==> src/rtl/lic_pkg.sv <==
package lic_pkg;
  typedef enum logic [2:0] {
    RA_LVL0 = 3'd0,
    RA_LVL1 = 3'd1,
    RA_LVL2 = 3'd2,
    RA_LVL3 = 3'd3,
    RA_PEND = 3'd4,
    RA_ACK  = 3'd5,
    RA_EOI  = 3'd6,
    RA_STAT = 3'd7
  } lic_addr_e;

  localparam int FIELD_W  = 4;
  localparam int PER_WORD = 8;
endpackage

==> src/rtl/lic_ext_sync.sv <==
// Two-flop synchronizer plus low-for-two-edges falling detector per pin.
module lic_ext_sync #(
  parameter int W = 9
) (
  input  logic         clk,
  input  logic         rst_n,
  input  logic [W-1:0] pin_n,
  output logic [W-1:0] hit
);
  for (genvar b = 0; b < W; b++) begin : g_pin
    logic meta_q, samp_q, hist_q, old_q;
    always_ff @(posedge clk or negedge rst_n) begin
      if (!rst_n) begin
        meta_q <= 1'b1;
        samp_q <= 1'b1;
        hist_q <= 1'b1;
        old_q  <= 1'b1;
      end else begin
        meta_q <= pin_n[b];
        samp_q <= meta_q;
        hist_q <= samp_q;
        old_q  <= hist_q;
      end
    end
    // low now, low one edge before, high the edge before that
    assign hit[b] = !samp_q && !hist_q && old_q;
  end
endmodule

==> src/rtl/lic_arbiter.sv <==
// Highest nonzero level wins; equal levels resolve to the lowest number.
module lic_arbiter #(
  parameter int NUM_SRC = 28,
  parameter int LVL_W   = 3,
  parameter int ID_W    = 5
) (
  input  logic [NUM_SRC-1:0]       cand,
  input  logic [NUM_SRC*LVL_W-1:0] lvl_flat,
  output logic                     win_valid,
  output logic [ID_W-1:0]          win_id,
  output logic [LVL_W-1:0]         win_lvl
);
  always_comb begin
    win_valid = 1'b0;
    win_id    = '0;
    win_lvl   = '0;
    for (int i = NUM_SRC - 1; i >= 0; i--) begin
      if (cand[i] && (lvl_flat[i*LVL_W +: LVL_W] != '0) &&
          (lvl_flat[i*LVL_W +: LVL_W] >= win_lvl)) begin
        win_valid = 1'b1;
        win_id    = ID_W'(i);
        win_lvl   = lvl_flat[i*LVL_W +: LVL_W];
      end
    end
  end
endmodule

==> src/rtl/lic_level_stack.sv <==
// Current service level with a push-down store of the interrupted levels.
module lic_level_stack #(
  parameter int LVL_W = 3,
  parameter int DEPTH = 7,
  parameter int DEP_W = 3
) (
  input  logic             clk,
  input  logic             rst_n,
  input  logic             push,
  input  logic             pop,
  input  logic [LVL_W-1:0] push_lvl,
  output logic [LVL_W-1:0] cur_lvl,
  output logic [DEP_W-1:0] depth
);
  logic [LVL_W-1:0] stk_q [DEPTH];
  logic [LVL_W-1:0] cur_q, cur_d, top_val;
  logic [DEP_W-1:0] depth_q, depth_d;

  always_comb begin
    top_val = '0;
    for (int e = 0; e < DEPTH; e++) begin
      if (depth_q == DEP_W'(e + 1)) top_val = stk_q[e];
    end
  end

  always_comb begin
    cur_d   = cur_q;
    depth_d = depth_q;
    if (push) begin
      cur_d   = push_lvl;
      depth_d = depth_q + 1'b1;
    end else if (pop && depth_q != '0) begin
      cur_d   = top_val;
      depth_d = depth_q - 1'b1;
    end
  end

  always_ff @(posedge clk or negedge rst_n) begin
    if (!rst_n) begin
      cur_q   <= '0;
      depth_q <= '0;
    end else begin
      cur_q   <= cur_d;
      depth_q <= depth_d;
    end
  end

  for (genvar e = 0; e < DEPTH; e++) begin : g_slot
    always_ff @(posedge clk) begin
      if (push && depth_q == DEP_W'(e)) stk_q[e] <= cur_q;
    end
  end

  assign cur_lvl = cur_q;
  assign depth   = depth_q;
endmodule

==> src/rtl/lic_top.sv <==
module lic_top
  import lic_pkg::*;
#(
  parameter int N_EXT = 8,
  parameter int N_INT = 19,
  parameter int LVL_W = 3
) (
  input  logic             clk,
  input  logic             rst_n,
  input  logic             fiq_n,
  input  logic [N_EXT-1:0] ext_req_n,
  input  logic [N_INT-1:0] int_req,
  input  logic [2:0]       bus_addr,
  input  logic             bus_wr,
  input  logic             bus_rd,
  input  logic [31:0]      bus_wdata,
  output logic [31:0]      bus_rdata,
  output logic             irq,
  output logic             fiq
);
  localparam int NUM_SRC   = 1 + N_EXT + N_INT;
  localparam int ID_W      = $clog2(NUM_SRC);
  localparam int STK_DEPTH = (1 << LVL_W) - 1;
  localparam int DEP_W     = $clog2(STK_DEPTH + 1);
  localparam int LVL_WORDS = (NUM_SRC + PER_WORD - 1) / PER_WORD;
  localparam int SLOTS     = LVL_WORDS * PER_WORD;

  // reset: asserted asynchronously, released on a clock edge
  logic rst_meta_q, rst_sync_n;
  always_ff @(posedge clk or negedge rst_n) begin
    if (!rst_n) begin
      rst_meta_q <= 1'b0;
      rst_sync_n <= 1'b0;
    end else begin
      rst_meta_q <= 1'b1;
      rst_sync_n <= rst_meta_q;
    end
  end

  // external pins: bit 0 is the fast pin
  logic [N_EXT:0] ext_hit;
  lic_ext_sync #(.W(N_EXT + 1)) u_sync (
    .clk   (clk),
    .rst_n (rst_sync_n),
    .pin_n ({ext_req_n, fiq_n}),
    .hit   (ext_hit)
  );

  logic                     ack, eoi;
  logic                     win_valid;
  logic [ID_W-1:0]          win_id;
  logic [LVL_W-1:0]         win_lvl;
  logic [LVL_W-1:0]         cur_lvl;
  logic [DEP_W-1:0]         stk_depth;
  logic [NUM_SRC*LVL_W-1:0] lvl_q, lvl_d;
  logic [SLOTS*FIELD_W-1:0] lvl_pad;
  logic [NUM_SRC-1:0]       pend_q, pend_d, pend_set, pend_clr, ack_mask;
  logic                     wdata_spare;

  assign eoi = bus_wr && (bus_addr == RA_EOI);
  assign ack = bus_rd && (bus_addr == RA_ACK) && irq;

  // level fields: per-source write enable, zero-padded readback image
  for (genvar s = 0; s < SLOTS; s++) begin : g_lvl
    if (s < NUM_SRC) begin : g_real
      logic wr_en;
      assign wr_en = bus_wr && (bus_addr == 3'(s / PER_WORD));
      assign lvl_d[s*LVL_W +: LVL_W] = wr_en ?
          bus_wdata[(s % PER_WORD)*FIELD_W +: LVL_W] : lvl_q[s*LVL_W +: LVL_W];
      assign lvl_pad[s*FIELD_W +: LVL_W] = lvl_q[s*LVL_W +: LVL_W];
      if (LVL_W < FIELD_W) begin : g_fill
        assign lvl_pad[s*FIELD_W+LVL_W +: FIELD_W-LVL_W] = '0;
      end
    end else begin : g_none
      assign lvl_pad[s*FIELD_W +: FIELD_W] = '0;
    end
  end

  // pending: set wins over clear so a fresh edge is never lost
  assign pend_set = {int_req, ext_hit};
  assign pend_clr = (bus_wr && bus_addr == RA_PEND) ? bus_wdata[NUM_SRC-1:0] : '0;
  assign ack_mask = ack ? (NUM_SRC'(1) << win_id) : '0;
  assign pend_d   = (pend_q & ~pend_clr & ~ack_mask) | pend_set;

  always_ff @(posedge clk or negedge rst_sync_n) begin
    if (!rst_sync_n) begin
      lvl_q  <= '0;
      pend_q <= '0;
    end else begin
      lvl_q  <= lvl_d;
      pend_q <= pend_d;
    end
  end

  lic_arbiter #(.NUM_SRC(NUM_SRC), .LVL_W(LVL_W), .ID_W(ID_W)) u_arb (
    .cand      (pend_q & ~NUM_SRC'(1)),
    .lvl_flat  (lvl_q),
    .win_valid (win_valid),
    .win_id    (win_id),
    .win_lvl   (win_lvl)
  );

  lic_level_stack #(.LVL_W(LVL_W), .DEPTH(STK_DEPTH), .DEP_W(DEP_W)) u_stk (
    .clk      (clk),
    .rst_n    (rst_sync_n),
    .push     (ack),
    .pop      (eoi),
    .push_lvl (win_lvl),
    .cur_lvl  (cur_lvl),
    .depth    (stk_depth)
  );

  assign irq = win_valid && (win_lvl > cur_lvl);
  assign fiq = pend_q[0] && (lvl_q[LVL_W-1:0] != '0);

  always_comb begin
    bus_rdata = '0;
    case (bus_addr)
      RA_PEND: bus_rdata[NUM_SRC-1:0] = pend_q;
      RA_ACK: begin
        bus_rdata[7] = irq;
        if (irq) bus_rdata[ID_W-1:0] = win_id;
      end
      RA_STAT: begin
        bus_rdata[LVL_W-1:0]  = cur_lvl;
        bus_rdata[8 +: DEP_W] = stk_depth;
      end
      default: begin
        for (int w = 0; w < LVL_WORDS; w++) begin
          if (bus_addr == 3'(w)) bus_rdata = lvl_pad[w*32 +: 32];
        end
      end
    endcase
  end

  assign wdata_spare = ^bus_wdata;
endmodule

==> config.mk <==
export PLATFORM = sky130hd
export DESIGN_NAME = lic_top
export DESIGN_NICKNAME = d
export VERILOG_FILES = /design/src/rtl/lic_pkg.sv /design/src/rtl/lic_ext_sync.sv /design/src/rtl/lic_arbiter.sv /design/src/rtl/lic_level_stack.sv /design/src/rtl/lic_top.sv
export SDC_FILE = /design/constraint.sdc
export NUM_CORES = 1
export LEC_CHECK = 0
export BUFFER_PORTS_ARGS = -buffer_cell sky130_fd_sc_hd__clkbuf_2
export CAP_MARGIN = 20
export CORE_UTILIZATION = 43
export DETAILED_ROUTE_END_ITERATION = 8
export GPL_TIMING_DRIVEN = 0
export MAX_ROUTING_LAYER = met4
export PLACE_DENSITY_LB_ADDON = 0.05
export SKIP_LAST_GASP = 1
export SYNTH_ARGS = -nofsm -noshare
export SYNTH_HDL_FRONTEND = slang
export SYNTH_SLANG_ARGS = --single-unit
==> constraint.sdc <==
create_clock -name clk -period 50 [get_ports clk]
set_clock_uncertainty 0.1 [all_clocks]
set_input_delay 5 -clock clk [delete_from_list [all_inputs] [get_ports clk]]
set_output_delay 5 -clock clk [all_outputs]
set_load 0.05 [all_outputs]
**Yosys cells after proc, flatten, opt, wreduce, memory -nomap -nowiden**

Memories as Yosys holds them, arrays and structs flattened.
Index checks and enable logic that the tools add are counted.

- Flip-flop bits (word level): 156
- Output and inout bits: 34
- Logic and storage cells: 382
- Memories: 1
- Bits in writable memories: 21

- Bitwise logic cells: 5
- Magnitude comparators: 28
- Shift-type cells: 1
- Reduce and logical (&&, ||, !) cells: 148
- Equal/unequal tests: 14
- Add/subtract/negate cells: 2
- Multiplexer cells: 138

Memory list:

| memory | depth | bits a word | read ports | clocked after Yosys merged registers in | write ports | RTL line | source |
|---|---|---|---|---|---|---|---|
| u_stk.stk_q | 7 | 3 | 7 | 0 | 1 | lic_level_stack.sv:15 | `logic [LVL_W-1:0] stk_q [DEPTH];` |

Operators with widths:

| operator | number |
|---|---|
| $mux W3 | 50 |
| $mux W5 | 28 |
| $mux W32 | 3 |
| $logic_and A1 B1 Y1 | 90 |
| $reduce_bool A3 Y1 | 29 |
| $ge A3 B3 Y1 | 26 |
| $and A28 B28 Y28 | 2 |
| $mux W28 | 2 |
| $not A28 Y28 | 2 |
| $mux W1 | 47 |
| $pmux W17 S2 | 1 |
| $mux W31 | 1 |
| $or A28 B28 Y28 | 1 |
| $shl A1 B5 Y28 const A | 1 |
| $eq A3 B3 Y1 const B | 8 |
| $reduce_or A3 Y1 | 7 |
| $logic_not A1 Y1 | 18 |
| $pmux W3 S3 | 2 |
| $eq A3 B2 Y1 const B | 4 |
| $eq A3 B1 Y1 const B | 2 |
| $logic_not A3 Y1 | 2 |
| $pmux W2 S3 | 1 |
| $mux W4 | 1 |
| $pmux W2 S2 | 1 |
| 7 further kinds | 7 |

**Longest topological paths before layout**

- Depth in word-level cells: 95
- Mapped depth: 200
- Depth with buffers taken out: 200

**Modules after synthesis**

Synthesis repeated with hierarchy kept, for this count alone.

- Cells, all modules: 1366
- Area, all modules: 12663.4 um^2

Modules (own cells, without submodules):

| module | instances | sequential area each (um^2) | area an instance (um^2) | cells each |
|---|---|---|---|---|
| lic_top | 1 | 2852.7 | 5784.3 | 509 |
| lic_arbiter | 1 | 0.0 | 4533.1 | 711 |
| lic_level_stack | 1 | 780.7 | 1287.5 | 101 |
| lic_ext_sync | 1 | 945.9 | 1058.5 | 45 |

**Worst setup path before layout**

Ideal clock, no wire load.

- Path type: reg-to-output
- Start point: register pend_q[27]
- End point: output bus_rdata[1]
- Setup slack: 9.993 ns
- Arrival time: 34.907 ns
- Buffers on the path: 0
- Stages on the path, launching flop included: 192
- Cell sequence: dfrtp_1 > and2_1 > ha_1 > nor2b_1 > o21ai_2 > nand2_1 > nand2_1 > o21ai_0 > ha_1 > nand2b_1 > o221ai_1 > a31oi_1 > mux2_2 > ha_1 > nand2b_1 > and2_1 > o2111a_1 > a311oi_1 > [156 not listed] > ha_1 > nand2b_1 > a21o_1 > a21oi_1 > nor2b_1 > o21ai_0 > a32oi_1 > a21bo_2 > inv_1 > ha_1 > inv_1 > a21o_1 > a21oi_1 > a31oi_1 > nor4b_1 > a21boi_0 > nand3_1 > a31oi_1

- Word-level cells in the longest chain between the ends: 85
- Elaborated cells on any way between the ends: 139
- Classes of those cells: order compare: 27; mux: 83; reduce/logical: 29

Ends and longest elaborated chain:

| what | RTL line | source |
|---|---|---|
| start, declared | lic_top.sv:57 | `logic [NUM_SRC-1:0] pend_q, pend_d, pend_set, pend_clr, ack_mask;` |
| start signal, assigned | lic_top.sv:91 | `pend_q <= pend_d;` |
| $logic_and A1 B1 Y1 (*) (2 in series) | lic_arbiter.sv:18 | `if (cand[i] && (lvl_flat[i*LVL_W +: LVL_W] != '0) &&` |
| $mux W3 | lic_arbiter.sv:18 |  |
| $ge A3 B3 Y1 | lic_arbiter.sv:19 | `(lvl_flat[i*LVL_W +: LVL_W] >= win_lvl)) begin` |
| $logic_and A1 B1 Y1 | lic_arbiter.sv:18 |  |
| $mux W3 | lic_arbiter.sv:18 |  |
| $ge A3 B3 Y1 | lic_arbiter.sv:19 |  |
| $logic_and A1 B1 Y1 | lic_arbiter.sv:18 |  |
| $mux W3 | lic_arbiter.sv:18 |  |
| [68 not listed] | n/a |  |
| $mux W3 | lic_arbiter.sv:18 |  |
| $ge A3 B3 Y1 | lic_arbiter.sv:19 |  |
| $logic_and A1 B1 Y1 | lic_arbiter.sv:18 |  |
| $mux W3 | lic_arbiter.sv:18 |  |
| $gt A3 B3 Y1 | lic_top.sv:113 | `assign irq = win_valid && (win_lvl > cur_lvl);` |
| $logic_and A1 B1 Y1 | lic_top.sv:113 |  |
| $mux W5 (*) | lic_top.sv:122 | `if (irq) bus_rdata[ID_W-1:0] = win_id;` |
| $pmux W3 S3 (*) | lic_top.sv:118 | `case (bus_addr)` |
| end, declared | lic_top.sv:17 | `output logic [31:0] bus_rdata,` |

Mark *: on every way between the ends. The rest lies on a longest branch, timed or not.

**Worst setup path in the final report**

Ends and elaborated chain as after synthesis.

==> run_results.csv <==
group,metric,value,unit
setup_path,path_class,"flip-flop to output pin",
cts,ctsHoldBuffers,0,
layout,nNetsFinal,1609,
drt,ant_nets,0,
setup_path,rrSetupSlack,7.85,ns
logic_synthesis,ys_ff_latch,177,
cts,clkTransAtPathRegs,0.08,ns
timing,finalMaxSlewViolations,0,
timing,hold_viol,0,
logic_synthesis,avgSynthCellArea,8.916,µm²
grt,track_usage,34.06,%
floorplanning,start_util,43.92,%
drt,drc,0,
floorplanning,die_h,170.9,µm
grt,grt_pass1_vias,11060,
floorplanning,ios,101,
drt,vias_per_cell,6.272,
setup_path,cpMostUsedCell,"ha_1",
logic_synthesis,synth-xor-area-share,0.07139,%
drt,wl_met3,4.047,mm
grt,grt_pass1_wl,70.40,mm
drt,wirelength,47.25,mm
setup_path,crit_family,"compound AO/OA/AOI/OAI gates",
logic_synthesis,yosys_warnings,0,
logic_synthesis,synth_top_area_cell,"dfrtp_1",
setup_path,reg2regPathDepth,187,
layout,antenna_cells,0,
grt,overflow,0,
logic_synthesis,yosysMostFrequentCell,"nand2_1",
logic_synthesis,async_flop_share,88.14,%
cts,cts-buffers-inserted,17,
outcome,outcome,"complete, no violations",
drt,drtPass1Iterations,8,
logic_synthesis,yosys-top-cells-count,"nand2_1, dfrtp_1, nor2_1",
timing,timing.fmax,0.02124,GHz
placement,dp_hpwl,37.18,mm
grt,grt_max_degree,67,
layout,drive_gt1_share,19.99,%
logic_synthesis,ys_top_cells_by_area,"dfrtp_1, dfstp_2, nand2_1",
placement,portBuffers,98,
job,maxCapViolCount,0,
placement,gp_congestion,0.9629,
cts,cts_buffer_depth,2,
timing,min_period,47.07,ns
cts,cts_resized,0,
drt,highest_layer,"met4",
logic_synthesis,synth_fp_nets,1487,
floorplanning,core_area,27930,µm²
logic_synthesis,synth_top_family_by_area,"compound AO/OA/AOI/OAI gates",
placement,pre_cts_ws,4.455,ns
logic_synthesis,synth.distinct_cells,97,
logic_synthesis,yosysSeqAreaShare,37.33,%
setup_path,cp_data_arrival_time,41.97,ns
layout,area_growth,13.61,%
timing,fin_ws,2.925,ns
setup_path,worst-path-buf-inv,8,
logic_synthesis,synth_mux_area_share,8.842,%
setup_path,max_stage_delay,0.65,ns
timing,tightest_slew,1.017,ns
logic_synthesis,netlist_instances,1376,
logic_synthesis,synthSimpleGateAreaFrac,20.10,%
setup_path,cp-end-kind,"output pin",
pwr,ir_drop,0.03671,mV
logic_synthesis,synth-compound-area-share,24.70,%
floorplanning,rows,61,
hold_path,holdCritPathClass,"flip-flop to asynchronous set/reset pin",
cts,clk_latency,0.46,ns
grt,antenna_found_initial,1,
timing,rsz0062_at_grt,"no",
floorplanning,die-width,170.9,µm
layout,utilization,49.89,%
logic_synthesis,synth_flop_cell,"dfrtp_1",
drt,dr_wl_met2,20.68,mm
setup_path,worst_setup_path_start_kind,"flip-flop",
timing,finalSetupViolCount,0,
drt,wl_met1,21.32,mm
setup_path,worst-path-max-fanout,9,
drt,drt-initial-drc-count,1255,
logic_synthesis,synthAdderAreaFrac,5.140,%
drt,via_count,11850,
setup_path,required,44.90,ns
floorplanning,fp.dieArea,29210,µm²
pwr,leakage,5.762,nW
cts,htreeDepth,4,
pwr,p_per_area,74.52,nW/µm²
cts,cts.sinks,177,
cts,cts_setup_buffers,0,
logic_synthesis,syn_area,12270,µm²
setup_path,crit_slowest_cell,"nor4b_1",
setup_path,cp.depth,187,
timing,slew_headroom,32.20,%
logic_synthesis,synth_edf_count,21,
cts,tritoncts,"built",
timing,fin_crit_sh,94.15,%
cts,cts-root-buf,"clkbuf_16",
timing,setup_tns,0,ns
drt,wire_per_inst,25.01,µm
logic_synthesis,netlist.area_leader.share,24.48,%
[cells in the final DEF (no fill, tap or decap), drive strengths merged, types with 7 or more instances in the layout]
cell	count
a311oi	7
o21a	9
a31o	23
a22o	10
a21oi	83
mux2	61
o31a	11
edfxtp	21
maj3	8
o31ai	13
nor3	27
and2	27
o221ai	9
a21o	9
nor4	8
and3	20
o21ai	97
or2	9
nand3	29
a31oi	32
clkbuf	159
a211oi	12
a221oi	12
nand2	186
nor2	119
buf	13
mux4	11
mux2i	15
dfstp	36
nor2b	21
inv	81
dfrtp	120
a22oi	11
nand2b	37
a21boi	9
a32o	8
ha	44
o211ai	13
[stage by stage]
stage,cell area (µm²),cells,total power [mW],hold slack [ns]
final,13940,1889,1.039,0.2007
after global routing,13940,1889,1.110,0.2411
after CTS,13930,1888,1.025,0.2196
after detailed placement,13300,1856,0.8749,0.2134
after global placement,13230,1852,0.8692,0.2426
after floorplan,12270,1376,0.6782,0.2312
[layer usage]
layer  track usage, %  vias up
met5                -        -
met4            10.02        0
met3            5.737       83
met2            49.74      578
met1            48.19     5829
li1                 -     5357
[area by class of cell]
class | count | area, µm²
Timing Repair Buffer | 103 | 563.0
Clock buffer | 17 | 425.4
Fill cell | 2788 | 14000
Buffer | 52 | 201.4
Clock inverter | 15 | 203.9
Inverter | 69 | 259.0
Tap cell | 378 | 473.0
Multi-Input combinational cell | 1078 | 7228
Sequential cell | 177 | 4583
[registers in the layout, indices dropped and copies added (netlist names), 9 cells and up]
register / flops
u_stk.stk_q: 21
u_sync.g_pin.meta_q: 9
u_sync.g_pin.samp_q: 9
lvl_q: 84
pend_q: 28
u_sync.g_pin.old_q: 9
u_sync.g_pin.hist_q: 9
[worst register-to-register path, delay by kind of cell (launching register included)]
family | cells | cell delay, ns
AOI/OAI and AO/OA | 79 | 17.81
muxes | 6 | 2.16
DFF | 1 | 0.47
and+or+nand+nor | 62 | 10.87
adders and majority gates | 32 | 9.61
buffers and inverters | 8 | 0.89
[final timing paths]
kind / to / startpoint
max: bus_rdata[1] / pend_q[27]
max reg2reg: u_stk.stk_q[2][2] / pend_q[27]
min in group clk: u_sync.g_pin[8].samp_q / u_sync.g_pin[8].meta_q
min: lvl_q[65] / rst_sync_n
min reg2reg: lvl_q[65] / rst_sync_n
max in group asynchronous: rst_sync_n / rst_n
[power by group]
| group | leakage [nW] | total (mW) | switching [mW] | internal (mW) |
|---|---|---|---|---|
| clock network | 0.306 | 0.147 | 0.0763 | 0.0704 |
| registers | 1.94 | 0.212 | 0.0414 | 0.171 |
| logic | 3.51 | 0.679 | 0.436 | 0.243 |
| total | 5.76 | 1.04 | 0.554 | 0.485 |
[logic make-up (layout without fill, tap and decap cells)]
group,count (synthesis),in the layout
and+or+nand+nor,509,509
DFF,177,177
AOI/OAI and AO/OA,427,427
buffers and inverters,121,256
other,2,2
xor gates and xnor gates,1,1
muxes,87,87
adders and majority gates,52,52
No activity file was read; power rests on OpenSTA's default activity.
